$ cat config.mk
export PLATFORM = sky130hd
export DESIGN_NAME = msr_guard
export DESIGN_NICKNAME = d
export VERILOG_FILES = /design/src/rtl/msr_guard_pkg.sv /design/src/rtl/msr_access_check.sv /design/src/rtl/msr_reg_bank.sv /design/src/rtl/msr_guard.sv
export SDC_FILE = /design/constraint.sdc
export NUM_CORES = 1
export LEC_CHECK = 0
export BUFFER_PORTS_ARGS = -buffer_cell sky130_fd_sc_hd__buf_4
export CORE_UTILIZATION = 50
export CTS_BUF_LIST = sky130_fd_sc_hd__clkbuf_8
export DETAILED_ROUTE_END_ITERATION = 8
export PLACE_DENSITY = 0.76
export SYNTH_ARGS = -nofsm -noshare
export SYNTH_HDL_FRONTEND = slang
export SYNTH_SLANG_ARGS = --single-unit
$ cat constraint.sdc
create_clock -name clk -period 4.4 [get_ports clk]
set_input_delay 0.88 -clock clk [delete_from_list [all_inputs] [get_ports clk]]
set_output_delay 0.88 -clock clk [all_outputs]
set_load 0.02 [all_outputs]
$ cat src/rtl/msr_guard_pkg.sv
package msr_guard_pkg;
  localparam int NREG   = 2;
  localparam int DATA_W = 32;
  localparam int IDX_W  = 8;

  typedef enum int {
    SLOT_EFR = 0,
    SLOT_MEN = 1
  } slot_e;
endpackage

$ cat src/rtl/msr_access_check.sv
module msr_access_check #(
  parameter int NREG   = 2,
  parameter int DATA_W = 32,
  parameter int IDX_W  = 8,
  parameter logic [NREG*IDX_W-1:0]  IDX_LIST  = '0,
  parameter logic [NREG*DATA_W-1:0] MASK_LIST = '0
) (
  input  logic              clk,
  input  logic              rst_n,
  input  logic              valid,
  input  logic              write,
  input  logic [IDX_W-1:0]  index,
  input  logic [DATA_W-1:0] wdata,
  input  logic [1:0]        pl,
  input  logic              v86,
  output logic [NREG-1:0]   hit,
  output logic              fault
);
  logic [DATA_W-1:0] mask_sel;
  logic              any_hit;
  logic              rsvd_set;

  for (genvar g = 0; g < NREG; g++) begin : g_hit
    assign hit[g] = (index == IDX_LIST[g*IDX_W +: IDX_W]);
  end

  always_comb begin
    mask_sel = '0;
    for (int i = 0; i < NREG; i++) begin
      if (hit[i]) mask_sel = mask_sel | MASK_LIST[i*DATA_W +: DATA_W];
    end
  end

  assign any_hit  = |hit;
  assign rsvd_set = write && ((wdata & ~mask_sel) != '0);

  assign fault = valid && ((pl != 2'd0) || v86 || !any_hit || rsvd_set);

  AST_UNIMPL_FAULT: assert property (@(posedge clk) disable iff (!rst_n)
    (valid && (hit == '0)) |-> fault);
  AST_HIT_ONEHOT: assert property (@(posedge clk) disable iff (!rst_n)
    $onehot0(hit));
endmodule

$ cat src/rtl/msr_reg_bank.sv
module msr_reg_bank #(
  parameter int NREG     = 2,
  parameter int DATA_W   = 32,
  parameter int EXP_SLOT = 0,
  parameter int EXP_BIT  = 11
) (
  input  logic              clk,
  input  logic              rst_n,
  input  logic              wr_en,
  input  logic [NREG-1:0]   sel,
  input  logic [DATA_W-1:0] wdata,
  output logic [DATA_W-1:0] rdata,
  output logic              exp_bit
);
  logic [DATA_W-1:0] q [NREG];
  logic [DATA_W-1:0] d [NREG];
  logic [NREG-1:0]   ce;

  for (genvar g = 0; g < NREG; g++) begin : g_reg
    assign ce[g] = wr_en && sel[g];

    always_comb begin
      d[g] = q[g];
      if (ce[g]) d[g] = wdata;
    end

    always_ff @(posedge clk or negedge rst_n) begin
      if (!rst_n)     q[g] <= '0;
      else if (ce[g]) q[g] <= d[g];
    end

    AST_HOLD_NO_WRITE: assert property (@(posedge clk) disable iff (!rst_n)
      !ce[g] |=> $stable(q[g]));
  end

  always_comb begin
    rdata = '0;
    for (int i = 0; i < NREG; i++) begin
      if (sel[i]) rdata = rdata | q[i];
    end
  end

  assign exp_bit = q[EXP_SLOT][EXP_BIT];
endmodule

$ cat src/rtl/msr_guard.sv
module msr_guard
  import msr_guard_pkg::*;
#(
  parameter logic [IDX_W-1:0]  EFR_INDEX = 8'h80,
  parameter logic [IDX_W-1:0]  MEN_INDEX = 8'h1A,
  parameter logic [DATA_W-1:0] EFR_MASK  = 32'h0000_0801,
  parameter logic [DATA_W-1:0] MEN_MASK  = 32'h0000_00FF,
  parameter int                NX_BIT    = 11
) (
  input  logic              clk,
  input  logic              rst_n,
  input  logic              req_valid,
  input  logic              req_write,
  input  logic [IDX_W-1:0]  req_index,
  input  logic [DATA_W-1:0] req_wdata,
  input  logic [1:0]        cur_pl,
  input  logic              v86_mode,
  output logic [DATA_W-1:0] rd_data,
  output logic              gp_fault,
  output logic              nx_enable
);
  localparam logic [NREG*IDX_W-1:0]  IDX_LIST  = {MEN_INDEX, EFR_INDEX};
  localparam logic [NREG*DATA_W-1:0] MASK_LIST = {MEN_MASK, EFR_MASK};

  logic              rst_meta_q, rst_sync_q;
  logic [NREG-1:0]   hit;
  logic              fault;
  logic              wr_ok;
  logic [DATA_W-1:0] bank_rdata;

  always_ff @(posedge clk or negedge rst_n) begin
    if (!rst_n) begin
      rst_meta_q <= 1'b0;
      rst_sync_q <= 1'b0;
    end else begin
      rst_meta_q <= 1'b1;
      rst_sync_q <= rst_meta_q;
    end
  end

  msr_access_check #(
    .NREG(NREG), .DATA_W(DATA_W), .IDX_W(IDX_W),
    .IDX_LIST(IDX_LIST), .MASK_LIST(MASK_LIST)
  ) chk_i (
    .clk(clk), .rst_n(rst_sync_q),
    .valid(req_valid), .write(req_write), .index(req_index),
    .wdata(req_wdata), .pl(cur_pl), .v86(v86_mode),
    .hit(hit), .fault(fault)
  );

  assign wr_ok = req_valid && req_write && !fault;

  msr_reg_bank #(
    .NREG(NREG), .DATA_W(DATA_W), .EXP_SLOT(SLOT_EFR), .EXP_BIT(NX_BIT)
  ) bank_i (
    .clk(clk), .rst_n(rst_sync_q),
    .wr_en(wr_ok), .sel(hit), .wdata(req_wdata),
    .rdata(bank_rdata), .exp_bit(nx_enable)
  );

  assign gp_fault = fault;
  assign rd_data  = (req_valid && !req_write && !fault) ? bank_rdata : '0;

  AST_PL_FAULT: assert property (@(posedge clk) disable iff (!rst_sync_q)
    (req_valid && cur_pl != 2'd0) |-> gp_fault);
  AST_V86_FAULT: assert property (@(posedge clk) disable iff (!rst_sync_q)
    (req_valid && v86_mode) |-> gp_fault);
  AST_FAULT_KEEPS_NX: assert property (@(posedge clk) disable iff (!rst_sync_q)
    gp_fault |=> $stable(nx_enable));
  AST_FAULT_ZERO_DATA: assert property (@(posedge clk) disable iff (!rst_sync_q)
    gp_fault |-> (rd_data == '0));
  AST_IDLE_QUIET: assert property (@(posedge clk) disable iff (!rst_sync_q)
    !req_valid |-> (!gp_fault && rd_data == '0));
endmodule

Word-level counts from Yosys, hierarchy flattened
Index checks and enable logic that the tools add are counted.
{ "word_totals": {"input_bits": 47, "elab_cells": 31, "output_inout_bits": 34, "regBits": 66} }
{ "op_classes": {"muxes": 5, "n_reduce_logical": 17, "bitwise": 3, "n_eq_ne": 2} }
{ "op_table": {"columns": ["operator", "n"], "rows": [
  ["2-to-1 mux 32 bit", 3],
  ["AND 32 bit", 1],
  ["NOT 12 -> 32 bit", 1],
  ["bitwise OR 32 bit", 1],
  ["nonzero test 32 bit", 1],
  ["2-to-1 mux 12 bit", 1],
  ["equality test 8 x 5 -> 1 bit, second input constant", 1],
  ["equality test 8 bit, second input constant", 1],
  ["logical AND 1 bit", 8],
  ["2-to-1 mux 8 bit", 1],
  ["logical NOT 1 bit", 3],
  ["logical OR 1 bit", 3],
  ["nonzero test 2 bit", 1],
  ["OR reduction 2 bit", 1]
]} }

Logic depth before layout (Yosys ltp)
Gate-level depths: netlist of run 1.
{ "depth": {"depth_word": 12, "mapped_depth": 6, "mapped_depth_nobuf": 5} }

Cells and area by module
Synthesis of run 1 repeated with hierarchy kept, for this count alone.
{ "unflattened": {"hier_cells": 241, "hier_area_um2": 3641.0} }
{ "by_module_without_submodules": {"columns": ["module", "n_inst", "cells_each", "seq_area_each_um2", "area_each_um2"], "rows": [
  ["msr_reg_bank", 1, 176, 1601.5, 2945.3],
  ["msr_guard", 1, 45, 50.0, 549.3],
  ["msr_access_check", 1, 20, 0.0, 146.4]
]} }

Worst setup path after synthesis of run 1
OpenSTA, ideal clock, no wires.
{ "synth_timing": {"path_kind": "input port to output port", "startpoint": "input port req_index[1]", "endpoint": "output port rd_data[10]", "required_time_ns": 3.520, "t_arrival_ns": 2.642, "stages": 6, "slack_ns": 0.878, "cell_sequence": "or4b_4 > a211o_1 > a31oi_4 > nand3b_1 > clkbuf_1 > nor2_1"} }
{ "synth_between": {"elab_chain_len": 12, "elab_cells_between_ends": 19, "cone_classes": "2 x eq/ne; 5 x mux; 3 x bitwise; 9 x reduce/logical"} }
{ "synth_lines": {"columns": ["item", "line", "text"], "rows": [
  ["from (decl)", "msr_guard.sv:14", "input logic [IDX_W-1:0] req_index,"],
  ["equality test 8 bit", "msr_access_check.sv:24", "assign hit[g] = (index == IDX_LIST[g*IDX_W +: IDX_W]);"],
  ["2-to-1 mux 12 bit", "msr_access_check.sv:30", "if (hit[i]) mask_sel = mask_sel | MASK_LIST[i*DATA_W +: DATA_W];"],
  ["2-to-1 mux 8 bit", "msr_access_check.sv:30", null],
  ["NOT 12 -> 32 bit", "msr_access_check.sv:35", "assign rsvd_set = write && ((wdata & ~mask_sel) != '0);"],
  ["AND 32 bit", "msr_access_check.sv:35", null],
  ["nonzero test 32 bit", "msr_access_check.sv:35", null],
  ["logical AND 1 bit", "msr_access_check.sv:35", null],
  ["logical OR 1 bit", "msr_access_check.sv:37", "assign fault = valid && ((pl != 2'd0) || v86 || !any_hit || rsvd_set);"],
  ["logical AND 1 bit", "msr_access_check.sv:37", null],
  ["logical NOT 1 bit", "msr_guard.sv:62", "assign rd_data = (req_valid && !req_write && !fault) ? bank_rdata : '0;"],
  ["logical AND 1 bit", "msr_guard.sv:62", null],
  ["2-to-1 mux 32 bit *", "msr_guard.sv:62", null],
  ["to (decl)", "msr_guard.sv:18", "output logic [DATA_W-1:0] rd_data,"]
]} }
Mark *: on every way between the ends. The rest lies on a longest branch, timed or not.

Worst setup path after layout of run 1
{ "layout_timing": {"startpoint": "input port req_index[6]", "endpoint": "output port rd_data[17]"} }
The elaborated chain is that of the path after synthesis.

==> impl_metrics.py, run 1 <==
metrics = {
    "setup_path": {
        "crit_top_cell": "buf_4",
        "critPathSlowestCell": "or4_4",
        "regToRegSetupSlack_ps": 3410,
        "crit_chain": "buf_4 -> or4_4 -> a211o_1 -> a31oi_4 -> nand3b_1 -> buf_4 -> nor2_1 -> buf_4",
        "cp-end-kind": "output port",
        "cp_num_buf_inv": 3,
        "cpPeakStageDelay_ps": 560,
        "startpoint": "req_index[6]",
        "crit-reg2reg-launch": "rst_sync_q",
        "critical_path_class": "in -> out",
        "critPathLaunchType": "primary input",
        "crit_fanout": 15,
        "path_delay_family": "simple AND/OR/NAND/NOR gates",
        "worstPathRequired_ps": 3520,
        "worstPathArrival_ps": 3050,
    },
    "routing": {
        "drcViolationCount": 0,
        "viasPerCell": 5.30,
        "dr.pass1.iters": 4,
        "drt_wl_total_um": 6170,
        "drtAntennaViolNets": 0,
        "drt-wirelength-per-cell_um": 15.6,
        "drt_iter0_drc": 151,
        "via_count": 2100,
    },
    "clocking": {
        "clk_path_buf_depth": 2,
        "cts_resized": 0,
        "cts_made_buffers": 9,
        "cts_tree": "built",
        "clockRootBuffer": "clkbuf_8",
        "post_cts_buffers": 0,
        "clock_sinks": 66,
        "postCtsHoldBufs": 0,
        "clkTransAtPathRegs_ps": 70,
        "htreeDepth": 3,
        "insertion_delay_ps": 330,
    },
    "yosys": {
        "synthDistinctLibCells": 25,
        "ys_warn_count": 0,
        "synth_top_area_share": 0.598,
        "ys_ff_latch": 66,
        "avgSynthCellArea_um2": 11.7,
        "synthesis.instances": 237,
        "syn-cell-area_mm2": 0.00276,
        "synth_top_area_cell": "dfrtp_1",
        "synthesis.nets": 284,
        "seq_area_frac_synth": 0.598,
        "synth.area.top_cells": "dfrtp_1, and2_1, a22oi_1",
    },
    "grt": {
        "antenna_found_initial": 0,
        "grt_pass1_vias": 2106,
        "grt_pass1_wl_um": 10600,
        "grt-ovfl-total": 0,
        "grt_use_total": 0.236,
        "grt_max_degree": 59,
    },
    "final_layout": {
        "area_delta_synth_final_pct": 32.4,
        "final_core_util": 0.703,
        "final_cell_mix": "buf_4, dfrtp_1, and2_1, nor2_1, a22oi_1",
        "final_nets": 368,
        "final_common_cell": "buf_4",
        "layout-drive-gt1-share": 0.368,
        "antennaDiodeCount": 0,
    },
    "pwr": {
        "ir_worst_vdd_mv": 0.331,
        "p_leak_nw": 1.80,
        "p_per_area_mw_per_mm2": 320,
    },
    "sta": {
        "fin_crit_ps": 3930,
        "finalClockSkew_ps": 2.58,
        "rsz0062_at_grt": "no",
        "worst_pin_slew_ps": 686,
        "tns_ps": 0,
        "hold_violations": 0,
        "fmax_mhz": 254,
        "setup_violations": 0,
        "timing.final.crit_share": 0.894,
        "slew_viol_final": 0,
        "slew_headroom": 0.543,
    },
    "floorplan": {
        "die_area_mm2": 0.00583,
        "fp.coreArea_mm2": 0.00520,
        "initial_core_util": 0.531,
        "die_h_um": 76.3,
        "io-pin-count": 81,
        "num_rows": 26,
        "fp.dieW_um": 76.3,
    },
    "placed_design": {
        "io_buffers": 80,
        "gp_congestion": 0.765,
        "dp_hpwl_um": 4220,
    },
    "worst_hold_path": {
        "hp-class": "reg -> async",
    },
    "run_status": {
        "status": "completed",
    },
    "flow_run": {
        "drv_cap": 0,
    },
}
## metrics by stage
stage,setup WS (ps),cell area (um2),power (W),instances,hold WS (ps)
6_report,467,3660,0.00117,396,85.2
3_3_place_gp,494,3450,0.000672,380,82.1
2_1_floorplan,878,2760,0.000633,237,331
4_1_cts,465,3660,0.00118,396,91.4
5_1_grt,380,3660,0.00121,396,103
3_5_place_dp,472,3450,0.000673,380,84.9
## cells in the mapped netlist, drive strengths merged
cell type / number
dfrtp: 66
and2: 54
nor2: 35
a22oi: 32
clkbuf: 14
mux2: 10
nor4: 4
or4: 3
and4: 2
nand2: 2
nand3: 2
nand4b: 2
nor3: 2
a211o: 1
a21boi: 1
a31oi: 1
buf: 1
conb: 1
nand3b: 1
o21ai: 1
or3: 1
or4b: 1
## area by class of cell
class / count / area [um2]
Sequential cell: 66 / 1650
Fill cell: 383 / 1550
Multi-Input combinational cell: 156 / 1050
Timing Repair Buffer: 88 / 661
Clock buffer: 11 / 151
Tap cell: 70 / 87.6
Clock inverter: 5 / 53.8
## per-layer routing
metal | share of wire | global-route usage
met5 | 0 | 0
met4 | 0.014 | 0.0865
met3 | 0.059 | 0.0527
met2 | 0.47 | 0.356
met1 | 0.45 | 0.335
## flip-flops by register name (all words and copies together), names as in the netlist
| register | flops |
|---|---|
| bank_i.exp_bit | 1 |
| rst_meta_q | 1 |
| bank_i.q | 63 |
| rst_sync_q | 1 |
## final timing paths
kind,end,cells past startpoint
worst max-delay path,rd_data[17],8
worst min-delay path,bank_i.q[54],0
worst max register to register,bank_i.q[8],1
worst min register to register,bank_i.q[54],0
max in group asynchronous,bank_i.q[8],1
min in group clk,rst_sync_q,0
## power breakdown
group	internal [W]	switching, W
clock	0.000289	0.000219
sequential	0.000608	0.00000123
combinational	0.0000301	0.0000215
## logic make-up (layout without fill, tap and decap cells)
family / after synthesis / in the layout / share of synthesized area
buffers and inverters: 15 / 104 / 0.0231
flip-flops: 66 / 66 / 0.598
AND/OR/NAND/NOR: 109 / 109 / 0.226
other: 1 / 1 / 0.00136
AO/OA/AOI/OAI: 36 / 36 / 0.102
multiplexers: 10 / 10 / 0.0489
No activity file was read; power rests on OpenSTA's default activity.
==> inputs of run 2 (changes only) <==
- BUFFER_PORTS_ARGS: -buffer_cell sky130_fd_sc_hd__buf_4 -> not set
- DONT_BUFFER_PORTS: not set -> 1
- GPL_ROUTABILITY_DRIVEN: not set -> 0
- PLACE_DENSITY: 0.76 -> 0.66
- clock period: 4.4 -> 3.3 ns (I/O delays scaled with it)
==> impl_metrics.py, run 2 (same netlist as run 1, synthesis figures left out) <==
metrics = {
    "routing": {
        "drt-wirelength-per-cell_um": 16.9,
        "viasPerCell": 5.48,
        "drtAntennaViolNets": 0,
        "via_count": 1912,
        "dr_wl_met3_um": 355,
        "drcViolationCount": 0,
        "dr.pass1.iters": 4,
        "met2_length_um": 2700,
        "top_layer": "met4",
        "drt_iter0_drc": 139,
        "wl_met1_um": 2790,
        "drt_wl_total_um": 5900,
    },
    "floorplan": {
        "initial_core_util": 0.531,
        "die_h_um": 76.3,
        "io-pin-count": 81,
        "fp.dieW_um": 76.3,
        "die_area_mm2": 0.00583,
        "num_rows": 26,
        "fp.coreArea_mm2": 0.00520,
    },
    "clocking": {
        "cts_made_buffers": 9,
        "insertion_delay_ps": 330,
        "cts_resized": 0,
        "cts_tree": "built",
        "clockRootBuffer": "clkbuf_8",
        "clk_path_buf_depth": 2,
        "clkTransAtPathRegs_ps": 60,
        "clock_sinks": 66,
        "htreeDepth": 3,
    },
    "final_layout": {
        "largest_register_ffs": 63,
        "final_core_util": 0.636,
        "area_delta_synth_final_pct": 19.8,
        "layout-drive-gt1-share": 0.254,
        "fin_area_mm2": 0.00331,
        "seq_area_mm2": 0.00165,
        "largest_register": "bank_i.q",
        "final_common_cell": "dfrtp_1",
        "antennaDiodeCount": 0,
        "multiInputGateArea_mm2": 0.00105,
        "fillers": 431,
        "instances_no_fill": 349,
        "final_cell_mix": "dfrtp_1, and2_1, buf_4, nor2_1, a22oi_1",
        "final_nets": 321,
    },
    "setup_path": {
        "critical_path_class": "in -> out",
        "crit_chain": "or4b_4 -> a211o_1 -> a31oi_4 -> nand3b_1 -> buf_4 -> nor2_1 -> buf_4",
        "critPathLaunchType": "primary input",
        "cp-end-kind": "output port",
        "crit_top_cell": "buf_4",
        "crit_fanout": 18,
        "worstPathRequired_ps": 2640,
        "critPathSlowestCell": "or4b_4",
        "regToRegSetupSlack_ps": 2040,
        "cpPeakStageDelay_ps": 540,
        "worstPathArrival_ps": 2350,
    },
    "pwr": {
        "p_leak_nw": 1.58,
        "ir_worst_vdd_mv": 0.293,
        "p_per_area_mw_per_mm2": 437,
    },
    "placed_design": {
        "dp_hpwl_um": 3570,
        "io_buffers": 0,
        "dpl_cell_area_mm2": 0.00312,
        "dp.cells": 332,
    },
    "sta": {
        "setup_violations": 0,
        "fin_crit_ps": 3010,
        "rsz0062_at_grt": "no",
        "finalClockSkew_ps": 6.95,
        "slew_viol_final": 0,
        "fmax_mhz": 333,
        "slew_headroom": 0.345,
        "timing.final.crit_share": 0.911,
        "hold_violations": 0,
        "tns_ps": 0,
        "worst_pin_slew_ps": 982,
    },
    "grt": {
        "grt_pass1_wl_um": 9740,
        "grt_pass1_vias": 1966,
        "antenna_found_initial": 0,
        "grt_use_total": 0.220,
        "grt_max_degree": 48,
        "grt-ovfl-total": 0,
    },
    "run_status": {
        "status": "completed",
    },
    "worst_hold_path": {
        "hp-class": "reg -> reg",
    },
    "flow_run": {
        "drv_cap": 0,
    },
}
run 2: path summary, 6_finish.rpt:
check	from	cells past startpoint	endpoint
worst max-delay path	req_index[1]	7	rd_data[22]
worst max register to register	rst_sync_q	1	bank_i.q[50]
worst min register to register	rst_meta_q	0	rst_sync_q
min in group asynchronous	rst_sync_q	0	bank_i.q[21]
max in group asynchronous	rst_sync_q	1	bank_i.q[50]
worst min-delay path	rst_meta_q	0	rst_sync_q
run 2: repair_timing:
action,4_1_cts,5_1_grt
hold buffers,1,0
endpoints found under the hold margin,2,0
buffers inserted,0,0
run 2: metal layers:
metal | GRT usage | up-vias
met5 | 0 | -
met4 | 0.0808 | 0
met3 | 0.0719 | 6
met2 | 0.329 | 59
met1 | 0.301 | 955
li1 | - | 892
run 2: critical path, delay by kind of cell:
| family | cells | cell delay, ps |
|---|---|---|
| AOI/OAI and AO/OA | 2 | 500 |
| buffers and inverters | 2 | 380 |
| and+or+nand+nor | 3 | 800 |
run 2: layout make-up:
cell class | count | area share
timing repair buffer | 41 | 0.101
tap | 70 | 0.0265
sequential | 66 | 0.499
clock inverter | 4 | 0.00529
clock buffer | 12 | 0.0499
multi-input combinational | 156 | 0.318
run 2: per-stage QoR:
stage	power, W	setup WS [ps]	hold WS [ps]
global placement	0.000851	340	340
floorplan	0.000845	218	331
global route	0.00150	221	366
detailed placement	0.000852	305	344
finish	0.00145	294	354
CTS	0.00147	299	359
run 2: report_power, final:
group          total (W)  switching (W)  internal, W  leakage (nW)
Sequential      0.000821      0.0000105     0.000810         0.917
Clock           0.000611       0.000285     0.000326         0.105
Combinational  0.0000161     0.00000951   0.00000657         0.560
